$ cat config.mk
export PLATFORM = sky130hd
export DESIGN_NAME = dram_refresh_sequencer
export DESIGN_NICKNAME = d
export VERILOG_FILES = /design/src/rtl/dram_refresh_sequencer.sv
export SDC_FILE = /design/constraint.sdc
export NUM_CORES = 1
export LEC_CHECK = 0
export BUFFER_PORTS_ARGS = -buffer_cell sky130_fd_sc_hd__buf_4
export CAP_MARGIN = 20
export CORE_MARGIN = 1.5
export CORE_UTILIZATION = 40
export DETAILED_ROUTE_END_ITERATION = 7
export PLACE_DENSITY = 0.67
export REMOVE_ABC_BUFFERS = 1
export SETUP_SLACK_MARGIN = 0.5
export SKIP_CTS_REPAIR_TIMING = 1
export SYNTH_ARGS = -nofsm -noshare
export SYNTH_HDL_FRONTEND = slang
export SYNTH_SLANG_ARGS = --single-unit
$ cat constraint.sdc
create_clock -name clk -period 8 [get_ports clk]
set_input_delay 0.4 -clock clk [delete_from_list [all_inputs] [get_ports clk]]
set_output_delay 0.4 -clock clk [all_outputs]
set_load 0.005 [all_outputs]
$ cat src/rtl/dram_refresh_sequencer.sv
module dram_refresh_sequencer #(
  parameter bit CBR_MODE      = 1'b1,
  parameter int ROW_BITS      = 10,
  parameter int PAUSE_CYC     = 12500,
  parameter int WAKE_CNT      = 8,
  parameter int INTERVAL_CYC  = 1950,
  parameter int BACKLOG_MAX   = 8,
  parameter int CAS_SETUP_CYC = 2,
  parameter int RAS_LOW_CYC   = 6,
  parameter int RAS_PRE_CYC   = 5
) (
  input  logic                clk,
  input  logic                rst_n,
  input  logic                ref_gnt,
  output logic                ref_req,
  output logic                ready,
  output logic                overdue,
  output logic                ras_n,
  output logic                cas_n,
  output logic                we_n,
  output logic                addr_en,
  output logic [ROW_BITS-1:0] row_addr
);
  localparam int TMAX = (PAUSE_CYC > INTERVAL_CYC) ? PAUSE_CYC : INTERVAL_CYC;
  localparam int TW   = $clog2(TMAX + 1);
  localparam int DMX1 = (CAS_SETUP_CYC > RAS_LOW_CYC) ? CAS_SETUP_CYC : RAS_LOW_CYC;
  localparam int DMAX = (DMX1 > RAS_PRE_CYC) ? DMX1 : RAS_PRE_CYC;
  localparam int DW   = $clog2(DMAX + 1);
  localparam int WW   = $clog2(WAKE_CNT + 1);
  localparam int BW   = $clog2(BACKLOG_MAX + 2);

  typedef enum logic [1:0] {PH_PAUSE, PH_WAKE, PH_RUN} phase_t;
  typedef enum logic [1:0] {CY_IDLE, CY_SETUP, CY_LOW, CY_PRE} cyc_t;

  phase_t              phase;
  cyc_t                cyc;
  logic [TW-1:0]       tmr;
  logic [DW-1:0]       dcnt;
  logic [WW-1:0]       wk;
  logic [BW-1:0]       backlog;
  logic [ROW_BITS-1:0] row;
  logic [BW:0]         bl_next;

  wire tick     = (phase == PH_RUN) && (tmr == '0);
  wire run_go   = (phase == PH_RUN) && (backlog != '0) && ref_gnt;
  wire start    = (cyc == CY_IDLE) && ((phase == PH_WAKE) || run_go);
  wire take     = start && (phase == PH_RUN);
  wire cyc_done = (cyc == CY_PRE) && (dcnt == '0);

  assign bl_next = {1'b0, backlog} + (BW+1)'(tick) - (BW+1)'(take);
  wire over = bl_next > (BW+1)'(BACKLOG_MAX);

  always_ff @(posedge clk) begin
    if (!rst_n) begin
      phase   <= PH_PAUSE;
      cyc     <= CY_IDLE;
      tmr     <= TW'(PAUSE_CYC - 1);
      dcnt    <= '0;
      wk      <= '0;
      backlog <= '0;
      row     <= '0;
      overdue <= 1'b0;
    end else begin
      overdue <= 1'b0;
      case (cyc)
        CY_IDLE:  if (start) begin cyc <= CY_SETUP; dcnt <= DW'(CAS_SETUP_CYC - 1); end
        CY_SETUP: if (dcnt == '0) begin cyc <= CY_LOW; dcnt <= DW'(RAS_LOW_CYC - 1); end
                  else dcnt <= dcnt - 1'b1;
        CY_LOW:   if (dcnt == '0) begin
                    cyc  <= CY_PRE;
                    dcnt <= DW'(RAS_PRE_CYC - 1);
                    if (!CBR_MODE) row <= row + 1'b1;
                  end else dcnt <= dcnt - 1'b1;
        default:  if (dcnt == '0) cyc <= CY_IDLE;
                  else dcnt <= dcnt - 1'b1;
      endcase
      case (phase)
        PH_PAUSE: if (tmr == '0) phase <= PH_WAKE;
                  else tmr <= tmr - 1'b1;
        PH_WAKE:  if (cyc_done) begin
                    if (wk == WW'(WAKE_CNT - 1)) begin
                      phase   <= PH_RUN;
                      wk      <= '0;
                      backlog <= '0;
                      tmr     <= TW'(INTERVAL_CYC - 1);
                    end else wk <= wk + 1'b1;
                  end
        default: begin
          tmr <= tick ? TW'(INTERVAL_CYC - 1) : tmr - 1'b1;
          if (over) begin
            overdue <= 1'b1;
            phase   <= PH_WAKE;
            wk      <= '0;
            backlog <= '0;
          end else backlog <= bl_next[BW-1:0];
        end
      endcase
    end
  end

  assign ras_n    = (cyc != CY_LOW);
  assign cas_n    = !(CBR_MODE && ((cyc == CY_SETUP) || (cyc == CY_LOW)));
  assign we_n     = 1'b1;
  assign addr_en  = !CBR_MODE && ((cyc == CY_SETUP) || (cyc == CY_LOW));
  assign row_addr = row;
  assign ready    = (phase == PH_RUN);
  assign ref_req  = ready && ((backlog != '0) || (cyc != CY_IDLE));
endmodule

=== Yosys cells after proc, flatten, opt, wreduce, memory -nomap -nowiden ===
Index checks and enable logic that the tools add are counted.

* Register bits: 30
* Latch bits: 0
* RAM bits: 0
* ROM bits: 0
* Input bits: 3
* Word-level logic and storage cells: 86
* Memories: 0

* $add $sub $neg: 5
* Multiply operators: 0
* Divide/modulo/power cells: 0
* Magnitude comparators: 1
* Equal/unequal tests: 15
* Shift-type cells: 0
* Mux-type cells: 29
* Bitwise operators: 2
* Reductions and logical operators: 27

{| class="wikitable"
|+ Operator list
! kind !! count
|-
| $mux W14 || 4
|-
| $pmux W14 S2 || 1
|-
| $mux W4 || 6
|-
| $mux W2 || 8
|-
| $pmux W4 S2 || 2
|-
| $logic_not A14 Y1 || 1
|-
| $ne A2 B2 Y1 const B || 7
|-
| $sub A14 B1 Y14 const B || 1
|-
| $mux W3 || 4
|-
| $pmux W3 S3 || 1
|-
| $reduce_and A3 Y1 || 3
|-
| $reduce_and A4 Y1 || 2
|-
| $logic_and A1 B1 Y1 || 7
|-
| $eq A2 B2 Y1 const B || 3
|-
| $pmux W2 S3 || 1
|-
| $reduce_bool A2 Y1 || 3
|-
| $add A4 B1 Y5 || 1
|-
| $gt A5 B4 Y1 const B || 1
|-
| $sub A5 B1 Y5 || 1
|-
| $add A4 B1 Y4 const B || 1
|-
| $eq A2 B1 Y1 const B || 2
|-
| $eq A4 B3 Y1 const B || 1
|-
| $logic_not A2 Y1 || 2
|-
| $ne A4 B2 Y1 const B || 1
|-
| 12 further kinds || 15
|}

=== Depth between registers and ports, before layout ===
Gate-level depths: netlist of run 1.

* Depth in word-level cells: 10
* Mapped depth: 15
* Gate-level depth less buffers: 15

=== Worst setup path after synthesis of run 1 ===
No wires, ideal clock.

* Kind: register -> register
* From: register tmr[0]
* To: register wk[0]
* Setup time: 0.060 ns
* Arrival: 3.645 ns
* Data required time: 7.940 ns
* Slack: 4.295 ns
* Stages on the path, launching flop included: 16
* Buffers on the path: 0
* Clock period less this slack: 3.705 ns
* Cells stage by stage: dfxtp_1 inv_1 ha_1 or4b_1 nor4_2 nand2_1 ha_1 inv_1 ha_1 inv_1 fa_1 inv_1 o32ai_1 a211oi_1 nor4_1 o221a_2

* Cells in the longest elaborated chain, start to end: 7

{| class="wikitable"
|+ RTL lines
! element !! RTL line !! RTL
|-
| from (decl) || 37 || <nowiki>logic [TW-1:0] tmr;</nowiki>
|-
| from (signal assigned) || 57 || <nowiki>tmr <= TW'(PAUSE_CYC - 1);</nowiki>
|-
| from (signal assigned) || 79 || <nowiki>else tmr <= tmr - 1'b1;</nowiki>
|-
| from (signal assigned) || 85 || <nowiki>tmr <= TW'(INTERVAL_CYC - 1);</nowiki>
|-
| $logic_not A14 Y1 || 44 || <nowiki>wire tick = (phase == PH_RUN) && (tmr == '0);</nowiki>
|-
| $logic_and A1 B1 Y1 || 44 ||
|-
| $add A4 B1 Y5 || 50 || <nowiki>assign bl_next = {1'b0, backlog} + (BW+1)'(tick) - (BW+1)'(take);</nowiki>
|-
| $sub A5 B1 Y5 || 50 ||
|-
| $gt A5 B4 Y1 || 51 || <nowiki>wire over = bl_next > (BW+1)'(BACKLOG_MAX);</nowiki>
|-
| $reduce_bool A2 Y1 (no source line) || -- ||
|-
| $reduce_and A3 Y1 (no source line) || -- ||
|-
| to (signal assigned) || 86 || <nowiki>end else wk <= wk + 1'b1;</nowiki>
|-
| to (decl) || 39 || <nowiki>logic [WW-1:0] wk;</nowiki>
|}

No other way between the ends.
A chain may end at the register's enable or synchronous reset.

=== Worst setup path after layout of run 1 ===
* From: register tmr[0]
* To: register backlog[1]

* Cells in the longest elaborated chain, start to end: 7

{| class="wikitable"
|+ RTL lines
! element !! RTL line !! RTL
|-
| $logic_not A14 Y1 (*) || 44 ||
|-
| $logic_and A1 B1 Y1 (*) || 44 ||
|-
| $add A4 B1 Y5 (*) || 50 ||
|-
| $sub A5 B1 Y5 (*) || 50 ||
|-
| $gt A5 B4 Y1 || 51 ||
|-
| $mux W4 (*) || 90 || <nowiki>if (over) begin</nowiki>
|-
| $pmux W4 S2 (*) || 77 || <nowiki>case (phase)</nowiki>
|-
| to (signal assigned) || 95 || <nowiki>end else backlog <= bl_next[BW-1:0];</nowiki>
|-
| to (decl) || 40 || <nowiki>logic [BW-1:0] backlog;</nowiki>
|}

Mark *: on every way between the ends. The rest lies on a longest branch, timed or not.

==> results_tabular.tex, run 1 <==
\begin{tabular}{lr}
\hline
Metric & Value \\
\hline
\multicolumn{2}{l}{\textbf{Run status}} \\
\quad Status & finished, final reports clean \\
\multicolumn{2}{l}{\textbf{Synthesis}} \\
\quad Post-synthesis instance total & approximately 250 \\
\quad Part of the Yosys area used for sequential elements & 0.291 \\
\quad Predominant post-synthesis flop cell & sky130\_fd\_sc\_hd\_\_dfxtp\_1 \\
\quad EDFF count, synth & 0 \\
\quad Post-synthesis register bit count & 30 \\
\quad Combined area of all synthesized cells & 2060 um\^{}2 \\
\quad Yosys cell types & 53 \\
\quad Share of synthesized flip-flops with an asynchronous set or reset & 0 \\
\quad Mapped Avg Cell Area & between 8 and 9 um\^{}2 \\
\quad Warnings from Yosys & 0 \\
\multicolumn{2}{l}{\textbf{Die}} \\
\quad Area of the die & between 5000 and 6000 um\^{}2 \\
\quad Effective utilization at floorplan & 0.425 \\
\quad Top-Level Pins & 20 \\
\quad Placeable Area & $\sim$4800 um\^{}2 \\
\quad Cell row count & 25 \\
\quad Die H & 74.8 um \\
\quad Die width & 74.8 um \\
\multicolumn{2}{l}{\textbf{Clock network}} \\
\quad Number of H-tree levels & 2 \\
\quad Clock Tree Root & sky130\_fd\_sc\_hd\_\_clkbuf\_8 \\
\quad Number of clock buffers inserted by TritonCTS & 5 \\
\quad Total clock sinks & 30 \\
\quad Maximum count of clock buffers along a single path & 2 \\
\quad Register clock-pin slew on the reported worst setup and hold paths & approximately 70 ps \\
\quad CTS tree & done \\
\quad Clock latency at the later pin of the worst-skew pair & 280 ps \\
\multicolumn{2}{l}{\textbf{Setup path}} \\
\quad Highest cell delay on the worst timing path & 860 ps \\
\quad CP Max Fanout & 4 \\
\quad Startpoint types & flip-flop \\
\quad Series of cell instances along the critical path & inv\_1 > ha\_1 > or4b\_1 > nor4\_2 > nand2\_1 > ha\_1 > inv\_1 > ha\_1 > inv\_1 > fa\_1 > inv\_1 > o32ai\_1 > a211oi\_1 > a2111oi\_0 > a22o\_1 \\
\quad Setup crit end kind & flip-flop \\
\quad R2r worst-path depth & 15 \\
\quad Slowest stage cell on the critical path & sky130\_fd\_sc\_hd\_\_a2111oi\_0 \\
\quad Critical path data arrival time & 4390 ps \\
\quad Cell type with the highest occurrence count on the critical path & sky130\_fd\_sc\_hd\_\_inv\_1 \\
\quad Start-to-end type of the worst setup path & flip-flop to flip-flop \\
\quad Critical path data required time & around 8200 ps \\
\multicolumn{2}{l}{\textbf{Timing}} \\
\quad Worst rel slew slack & 0.250 \\
\quad Final worst path period need & 4170 ps \\
\quad Unrepaired setup endpoints after global routing & no \\
\quad Final setup TNS & 0 ps \\
\quad Min Hold Slack & 409 ps \\
\quad Largest clock skew in the final design & 7.71 ps \\
\quad Transition at the pin with the smallest max-transition slack & 1100 ps \\
\quad Max Slew Vio Count & 0 \\
\quad Tcrit/Tclk final & 0.521 \\
\quad Final Hold Viols & 0 \\
\quad Final Setup Violations & 0 \\
\quad Achievable clock frequency & 0.240 GHz \\
\multicolumn{2}{l}{\textbf{Drt}} \\
\quad Final wirelength & 4200 um \\
\quad DRC errors left & 0 \\
\quad Initial detailed-routing violation count & 139 \\
\quad Remaining antenna violation count & 0 \\
\quad Average wire per standard cell & 12.9 um \\
\quad Total via count after detailed routing & 1739 \\
\quad Via-to-Cell Ratio & 5.37 \\
\quad Drt pass-1 iters & 4 \\
\multicolumn{2}{l}{\textbf{Global route}} \\
\quad Gr usage total & 0.167 \\
\quad Total global routing overflow & 0 \\
\quad Via count of the first global-routing pass & around 1600 \\
\quad Largest net degree at the start of global routing & 17 \\
\quad First-pass GRT wire length & 7160 um \\
\quad Antenna violations before repair & 0 \\
\multicolumn{2}{l}{\textbf{Layout}} \\
\quad Number of diodes & 0 \\
\quad Area taken by multi-input logic gates & 1270 um\^{}2 \\
\quad Fill cell total of the finished layout & between 400 and 500 \\
\quad Area used by sequential logic in the layout & 601 um\^{}2 \\
\quad Layout overhead on the synthesized area & 7.16\% \\
\quad Total Nets Final & 276 \\
\quad Post-route core utilization & 0.455 \\
\quad Fraction of layout cells with a size suffix above 1 & 0.113 \\
\multicolumn{2}{l}{\textbf{Flow run}} \\
\quad Number of max-cap violations & 0 \\
\multicolumn{2}{l}{\textbf{Power and ir drop}} \\
\quad Standby leakage power & roughly 0.84 nW \\
\quad Power density cells & 133 nW/um\^{}2 \\
\quad Maximum ir drop on the vdd rail & approximately 0.072 mV \\
\multicolumn{2}{l}{\textbf{Place}} \\
\quad HPWL after detailed placement & 3160 um \\
\quad Port buffer count & 7 \\
\quad Gpl congestion & 0.843 \\
\multicolumn{2}{l}{\textbf{Min path}} \\
\quad Depth of the worst hold-timing path & 2 \\
\quad Type of the tightest min-delay check & primary input to flip-flop \\
\hline
\end{tabular}
-- synthesized netlist by cell type (3+ instances only) --
cell type	number	area [um^2]
sky130_fd_sc_hd__xor2_1	5	43.8
sky130_fd_sc_hd__o21ai_2	3	26.3
sky130_fd_sc_hd__a22o_1	4	35.0
sky130_fd_sc_hd__inv_1	29	109
sky130_fd_sc_hd__o221a_2	5	56.3
sky130_fd_sc_hd__nor3_1	10	50.1
sky130_fd_sc_hd__o21ai_0	7	35.0
sky130_fd_sc_hd__nand3_1	7	35.0
sky130_fd_sc_hd__xnor2_1	5	43.8
sky130_fd_sc_hd__ha_1	16	200
sky130_fd_sc_hd__buf_4	12	90.1
sky130_fd_sc_hd__a31oi_1	3	18.8
sky130_fd_sc_hd__o21a_1	3	22.5
sky130_fd_sc_hd__dfxtp_1	30	601
sky130_fd_sc_hd__clkbuf_1	3	11.3
sky130_fd_sc_hd__nand2b_1	3	18.8
sky130_fd_sc_hd__o21ai_1	3	15.0
sky130_fd_sc_hd__a21oi_1	16	80.1
sky130_fd_sc_hd__nor2_1	16	60.1
sky130_fd_sc_hd__o211ai_1	5	37.5
sky130_fd_sc_hd__nor2b_1	3	18.8
sky130_fd_sc_hd__a211o_1	3	26.3
sky130_fd_sc_hd__nand2_1	15	56.3
-- layout make-up --
cell class	count	area share
Inverter	29	0.0493
Sequential cell	30	0.272
Clock buffer	7	0.0391
Clock inverter	1	0.00227
Multi-Input combinational cell	183	0.576
Tap cell	67	0.0380
Timing Repair Buffer	7	0.0238
-- kinds of logic (layout without fill, tap and decap cells) --
family | count (synthesis) | count (layout) | share of synthesized area
AOI/OAI and AO/OA | 68 | 68 | 0.240
xor gates and xnor gates | 10 | 10 | 0.0425
adders and majority gates | 17 | 17 | 0.107
buffers and inverters | 46 | 44 | 0.110
DFF | 30 | 30 | 0.291
muxes | 2 | 2 | 0.00972
other | 2 | 12 | 0.00364
and+or+nand+nor | 74 | 74 | 0.196
-- final timing paths --
path	from	endpoint	slack, ps
worst min-delay path	rst_n	tmr[4]	410
worst min register to register	dcnt[1]	dcnt[1]	460
worst max register to register	tmr[0]	backlog[1]	3830
worst max-delay path	tmr[0]	backlog[1]	3830
-- through the flow --
| stage | setup WS [ps] | power [mW] | instance area, um^2 | std cells |
|---|---|---|---|---|
| after floorplan | 4290 | 0.165 | 1980 | 242 |
| after global placement | 3910 | 0.169 | 2120 | 316 |
| after detailed placement | 3860 | 0.170 | 2120 | 316 |
| after CTS | 3810 | 0.297 | 2210 | 324 |
| after global routing | 3270 | 0.305 | 2210 | 324 |
| final | 3830 | 0.294 | 2210 | 324 |
-- state kept, by name (all words and copies together) (netlist names) --
| register | count |
|---|---|
| phase | 2 |
| tmr | 14 |
| backlog | 4 |
| overdue | 1 |
| wk | 4 |
| cyc | 2 |
| dcnt | 3 |
-- layer usage --
metal	track usage	vias up	wire length [um]
li1	-	877	-
met1	0.200	823	1990
met2	0.298	34	2030
met3	0.0375	5	132
met4	0.0505	0	51
met5	0	-	0
-- where the power goes --
part           leakage [nW]  total [mW]  switching (mW)  internal [mW]
Combinational         0.553      0.0129         0.00833        0.00455
Sequential            0.243       0.153         0.00198          0.151
Clock                0.0482       0.128          0.0584         0.0693
-- cells in the final DEF, fill, tap and decap left out, types with 4 or more instances in the layout --
cell type                  synthesis  final
sky130_fd_sc_hd__nand3_1           7      7
sky130_fd_sc_hd__inv_1            29     29
sky130_fd_sc_hd__o221a_2           5      5
sky130_fd_sc_hd__nand2_1          15     15
sky130_fd_sc_hd__clkbuf_8          0      6
sky130_fd_sc_hd__a21oi_1          16     16
sky130_fd_sc_hd__o21ai_0           7      7
sky130_fd_sc_hd__o211ai_1          5      5
sky130_fd_sc_hd__conb_1            2     12
sky130_fd_sc_hd__xor2_1            5      5
sky130_fd_sc_hd__nor2_1           16     16
sky130_fd_sc_hd__nor3_1           10     10
sky130_fd_sc_hd__dfxtp_1          30     30
sky130_fd_sc_hd__a22o_1            4      4
sky130_fd_sc_hd__xnor2_1           5      5
sky130_fd_sc_hd__ha_1             16     16
sky130_fd_sc_hd__buf_4            12      7
-- worst max-delay path: cells and delay by family (launching register included) --
family,cells,cell delay [ps]
buffers and inverters,4,270
flip-flops,1,320
AND/OR/NAND/NOR,3,930
adder cells (fa/ha/maj),4,1070
AO/OA/AOI/OAI,4,1510
Power figures use the tool's default switching activity.
==> inputs of run 2 (changes only) <==
==> constraint.sdc (replaced) <==
create_clock -name clk -period 4.4 [get_ports clk]
set_input_delay 0.22 -clock clk [delete_from_list [all_inputs] [get_ports clk]]
set_output_delay 0.22 -clock clk [all_outputs]
set_load 0.005 [all_outputs]
==> run 2 against run 1 <==
Effect of this change:
- critical path depth grew 1
- wire length increased by 6.1%
- critical endpoint is now wk[2]
- sequential power rose by 82%
- design area rose by 3.1%
- highest routed layer unchanged
- sequential cell count unchanged
- die area unchanged
- combinational power rose by 83%
- via count rose by 1.9%
- sequential share of layout area down 0.81 points
==> results_tabular.tex, run 2 (synthesis results as in run 1) <==
\begin{tabular}{lr}
\hline
Metric & Value \\
\hline
\multicolumn{2}{l}{\textbf{Run status}} \\
\quad Status & finished, final reports clean \\
\multicolumn{2}{l}{\textbf{Setup path}} \\
\quad Startpoint types & flip-flop \\
\quad Setup crit end kind & flip-flop \\
\quad R2r worst-path depth & 16 (+1) \\
\quad Slowest stage cell on the critical path & sky130\_fd\_sc\_hd\_\_or4b\_4 \\
\quad Critical path capture point & wk[2] \\
\quad R2R Setup Slk & 670 ps (-3160 ps) \\
\quad Series of cell instances along the critical path & inv\_1 > ha\_1 > or4b\_4 > nor4\_4 > nand2\_1 > ha\_1 > inv\_1 > ha\_1 > inv\_1 > fa\_1 > xnor2\_2 > o32ai\_2 > a211oi\_2 > nor4\_2 > buf\_4 > o221a\_2 \\
\quad CP Max Fanout & 6 (+2) \\
\quad Highest cell delay on the worst timing path & 490 ps (-370 ps) \\
\quad Startpoint of the most critical setup path & tmr[0] \\
\quad Critical path data arrival time & 3960 ps (-430 ps) \\
\quad Critical path data required time & 4630 ps (-3590 ps) \\
\quad Capturing point of the worst reg2reg path & wk[2] \\
\quad Worst reg2reg path startpoint & tmr[0] \\
\quad Start-to-end type of the worst setup path & flip-flop to flip-flop \\
\multicolumn{2}{l}{\textbf{Timing}} \\
\quad Min Hold Slack & 228 ps (-181 ps) \\
\quad Final setup TNS & 0 ps (unchanged) \\
\quad Final Hold Viols & 0 (unchanged) \\
\quad Max Slew Vio Count & 0 (unchanged) \\
\quad Largest clock skew in the final design & 3.93 ps (-3.78 ps) \\
\quad Final Setup Violations & 0 (unchanged) \\
\quad Achievable clock frequency & 0.268 GHz (+12\%) \\
\quad Final worst path period need & 3730 ps (-441 ps) \\
\quad Tcrit/Tclk final & 0.848 (+0.326) \\
\quad Worst rel slew slack & 0.499 (+0.249) \\
\quad Transition at the pin with the smallest max-transition slack & 752 ps (-345 ps) \\
\quad Unrepaired setup endpoints after global routing & no \\
\multicolumn{2}{l}{\textbf{Place}} \\
\quad Number of placed cells counting well taps & 318 (+0.63\%) \\
\quad Post-Place Cell Area & 2130 um\^{}2 (+0.71\%) \\
\quad Port buffer count & 7 (unchanged) \\
\quad HPWL after detailed placement & 3160 um (about the same) \\
\quad Gpl congestion & 0.888 (+5.3\%) \\
\multicolumn{2}{l}{\textbf{Layout}} \\
\quad Most frequent cells in the layout & sky130\_fd\_sc\_hd\_\_dfxtp\_1 (30), sky130\_fd\_sc\_hd\_\_inv\_1 (29), sky130\_fd\_sc\_hd\_\_nor2\_1 (16), sky130\_fd\_sc\_hd\_\_a21oi\_1 (16), sky130\_fd\_sc\_hd\_\_ha\_1 (16) \\
\quad Layout overhead on the synthesized area & 10.4\% \\
\quad Most frequent standard cell in the layout excluding fill and tap cells & sky130\_fd\_sc\_hd\_\_dfxtp\_1 \\
\quad Final std cells w/o fill & 327 (+0.93\%) \\
\quad Registers with the most flip-flops & tmr x14, backlog x4, wk x4 \\
\quad Number of diodes & 0 (unchanged) \\
\quad Area of all placed cells without fillers & 2280 um\^{}2 (+3.1\%) \\
\quad Fill cell total of the finished layout & 470 (-3.1\%) \\
\quad Total Nets Final & 279 (+1.1\%) \\
\quad Fraction of layout cells with a size suffix above 1 & 0.146 (+0.0333) \\
\quad Max reg flops & 14 (unchanged) \\
\quad Top reg by flops & tmr \\
\multicolumn{2}{l}{\textbf{Drt}} \\
\quad Total via count after detailed routing & 1772 (+1.9\%) \\
\quad Final wirelength & 4450 um (+6.1\%) \\
\quad Initial detailed-routing violation count & 79 (-43\%) \\
\quad Drt pass-1 iters & 4 (unchanged) \\
\quad DRC errors left & 0 (unchanged) \\
\quad Average wire per standard cell & 13.6 um (+5.1\%) \\
\quad Remaining antenna violation count & 0 (unchanged) \\
\quad Via-to-Cell Ratio & 5.42 (+0.96\%) \\
\multicolumn{2}{l}{\textbf{Die}} \\
\quad Die H & 74.8 um (unchanged) \\
\quad Die width & 74.8 um (unchanged) \\
\quad Area of the die & 5590 um\^{}2 (unchanged) \\
\quad Top-Level Pins & 20 (unchanged) \\
\quad Effective utilization at floorplan & 0.425 (unchanged) \\
\quad Cell row count & 25 (unchanged) \\
\quad Placeable Area & 4850 um\^{}2 (unchanged) \\
\multicolumn{2}{l}{\textbf{Min path}} \\
\quad Hold Path Origin & rst\_n \\
\quad Type of the tightest min-delay check & primary input to flip-flop \\
\multicolumn{2}{l}{\textbf{Clock network}} \\
\quad Number of clock buffers inserted by TritonCTS & 5 (unchanged) \\
\quad Clock latency at the later pin of the worst-skew pair & 280 ps (about the same) \\
\quad Total clock sinks & 30 (unchanged) \\
\quad Clock Tree Root & sky130\_fd\_sc\_hd\_\_clkbuf\_8 \\
\quad Register clock-pin slew on the reported worst setup and hold paths & 60 ps (about the same) \\
\quad CTS tree & done \\
\quad Maximum count of clock buffers along a single path & 2 (unchanged) \\
\quad Number of H-tree levels & 2 (unchanged) \\
\multicolumn{2}{l}{\textbf{Global route}} \\
\quad Gr usage total & 0.163 (-0.00358) \\
\quad Via count of the first global-routing pass & 1516 (-6.1\%) \\
\quad First-pass GRT wire length & 6900 um (-3.6\%) \\
\quad Antenna violations before repair & 0 (unchanged) \\
\quad Largest net degree at the start of global routing & 17 (unchanged) \\
\quad Total global routing overflow & 0 (unchanged) \\
\multicolumn{2}{l}{\textbf{Flow run}} \\
\quad Number of max-cap violations & 0 (unchanged) \\
\multicolumn{2}{l}{\textbf{Power and ir drop}} \\
\quad Overall power of the completed layout & 533 uW (+81\%) \\
\quad Maximum ir drop on the vdd rail & 0.100 mV (+40\%) \\
\quad Power density cells & 234 nW/um\^{}2 (+76\%) \\
\quad Standby leakage power & 0.874 nW (+3.6\%) \\
\hline
\end{tabular}
[run 2: cell type report]
class / count / area (um^2) / area share
Inverter: 29 / 109 / 0.0478
Multi-Input combinational cell: 183 / 1320 / 0.578
Timing Repair Buffer: 10 / 75.1 / 0.0330
Sequential cell: 30 / 601 / 0.264
Clock inverter: 1 / 5.00 / 0.00220
Clock buffer: 7 / 86.3 / 0.0379
Tap cell: 67 / 83.8 / 0.0368
[run 2: routing by layer]
layer | share of wire | GRT usage
met5 | 0 | 0
met4 | 0.014 | 0.0626
met3 | 0.031 | 0.0402
met2 | 0.48 | 0.269
met1 | 0.48 | 0.207
[run 2: worst max-delay path: cells and delay by family, from the launching register on]
| kind | cells | cell delay, ps |
|---|---|---|
| AND/OR/NAND/NOR | 4 | 1240 |
| adder cells (fa/ha/maj) | 4 | 1000 |
| AO/OA/AOI/OAI | 3 | 520 |
| buffers and inverters | 4 | 430 |
| flip-flops | 1 | 320 |
| XOR/XNOR | 1 | 180 |
[run 2: per-stage QoR]
stage / utilization / worst slack [ps]
after CTS: 0.459 / 314
after detailed placement: 0.440 / 353
after global routing: 0.469 / 509
after global placement: 0.440 / 485
after floorplan: - / 695
final: 0.469 / 670
[run 2: how the worst min path moves through the flow]
stage / depth (start not counted) / end / slack, ps
2_1_floorplan: 1 / tmr[0] / 290
3_3_place_gp: 2 / dcnt[1] / 440
3_5_place_dp: 2 / dcnt[1] / 450
4_1_cts: 2 / tmr[4] / 220
5_1_grt: 2 / tmr[0] / 230
6_report: 2 / tmr[4] / 230
[run 2: report_power, final]
group | internal [mW] | switching, mW
Sequential | 0.275 | 0.00390
Clock | 0.126 | 0.104
Combinational | 0.00839 | 0.0152
Total | 0.410 | 0.123
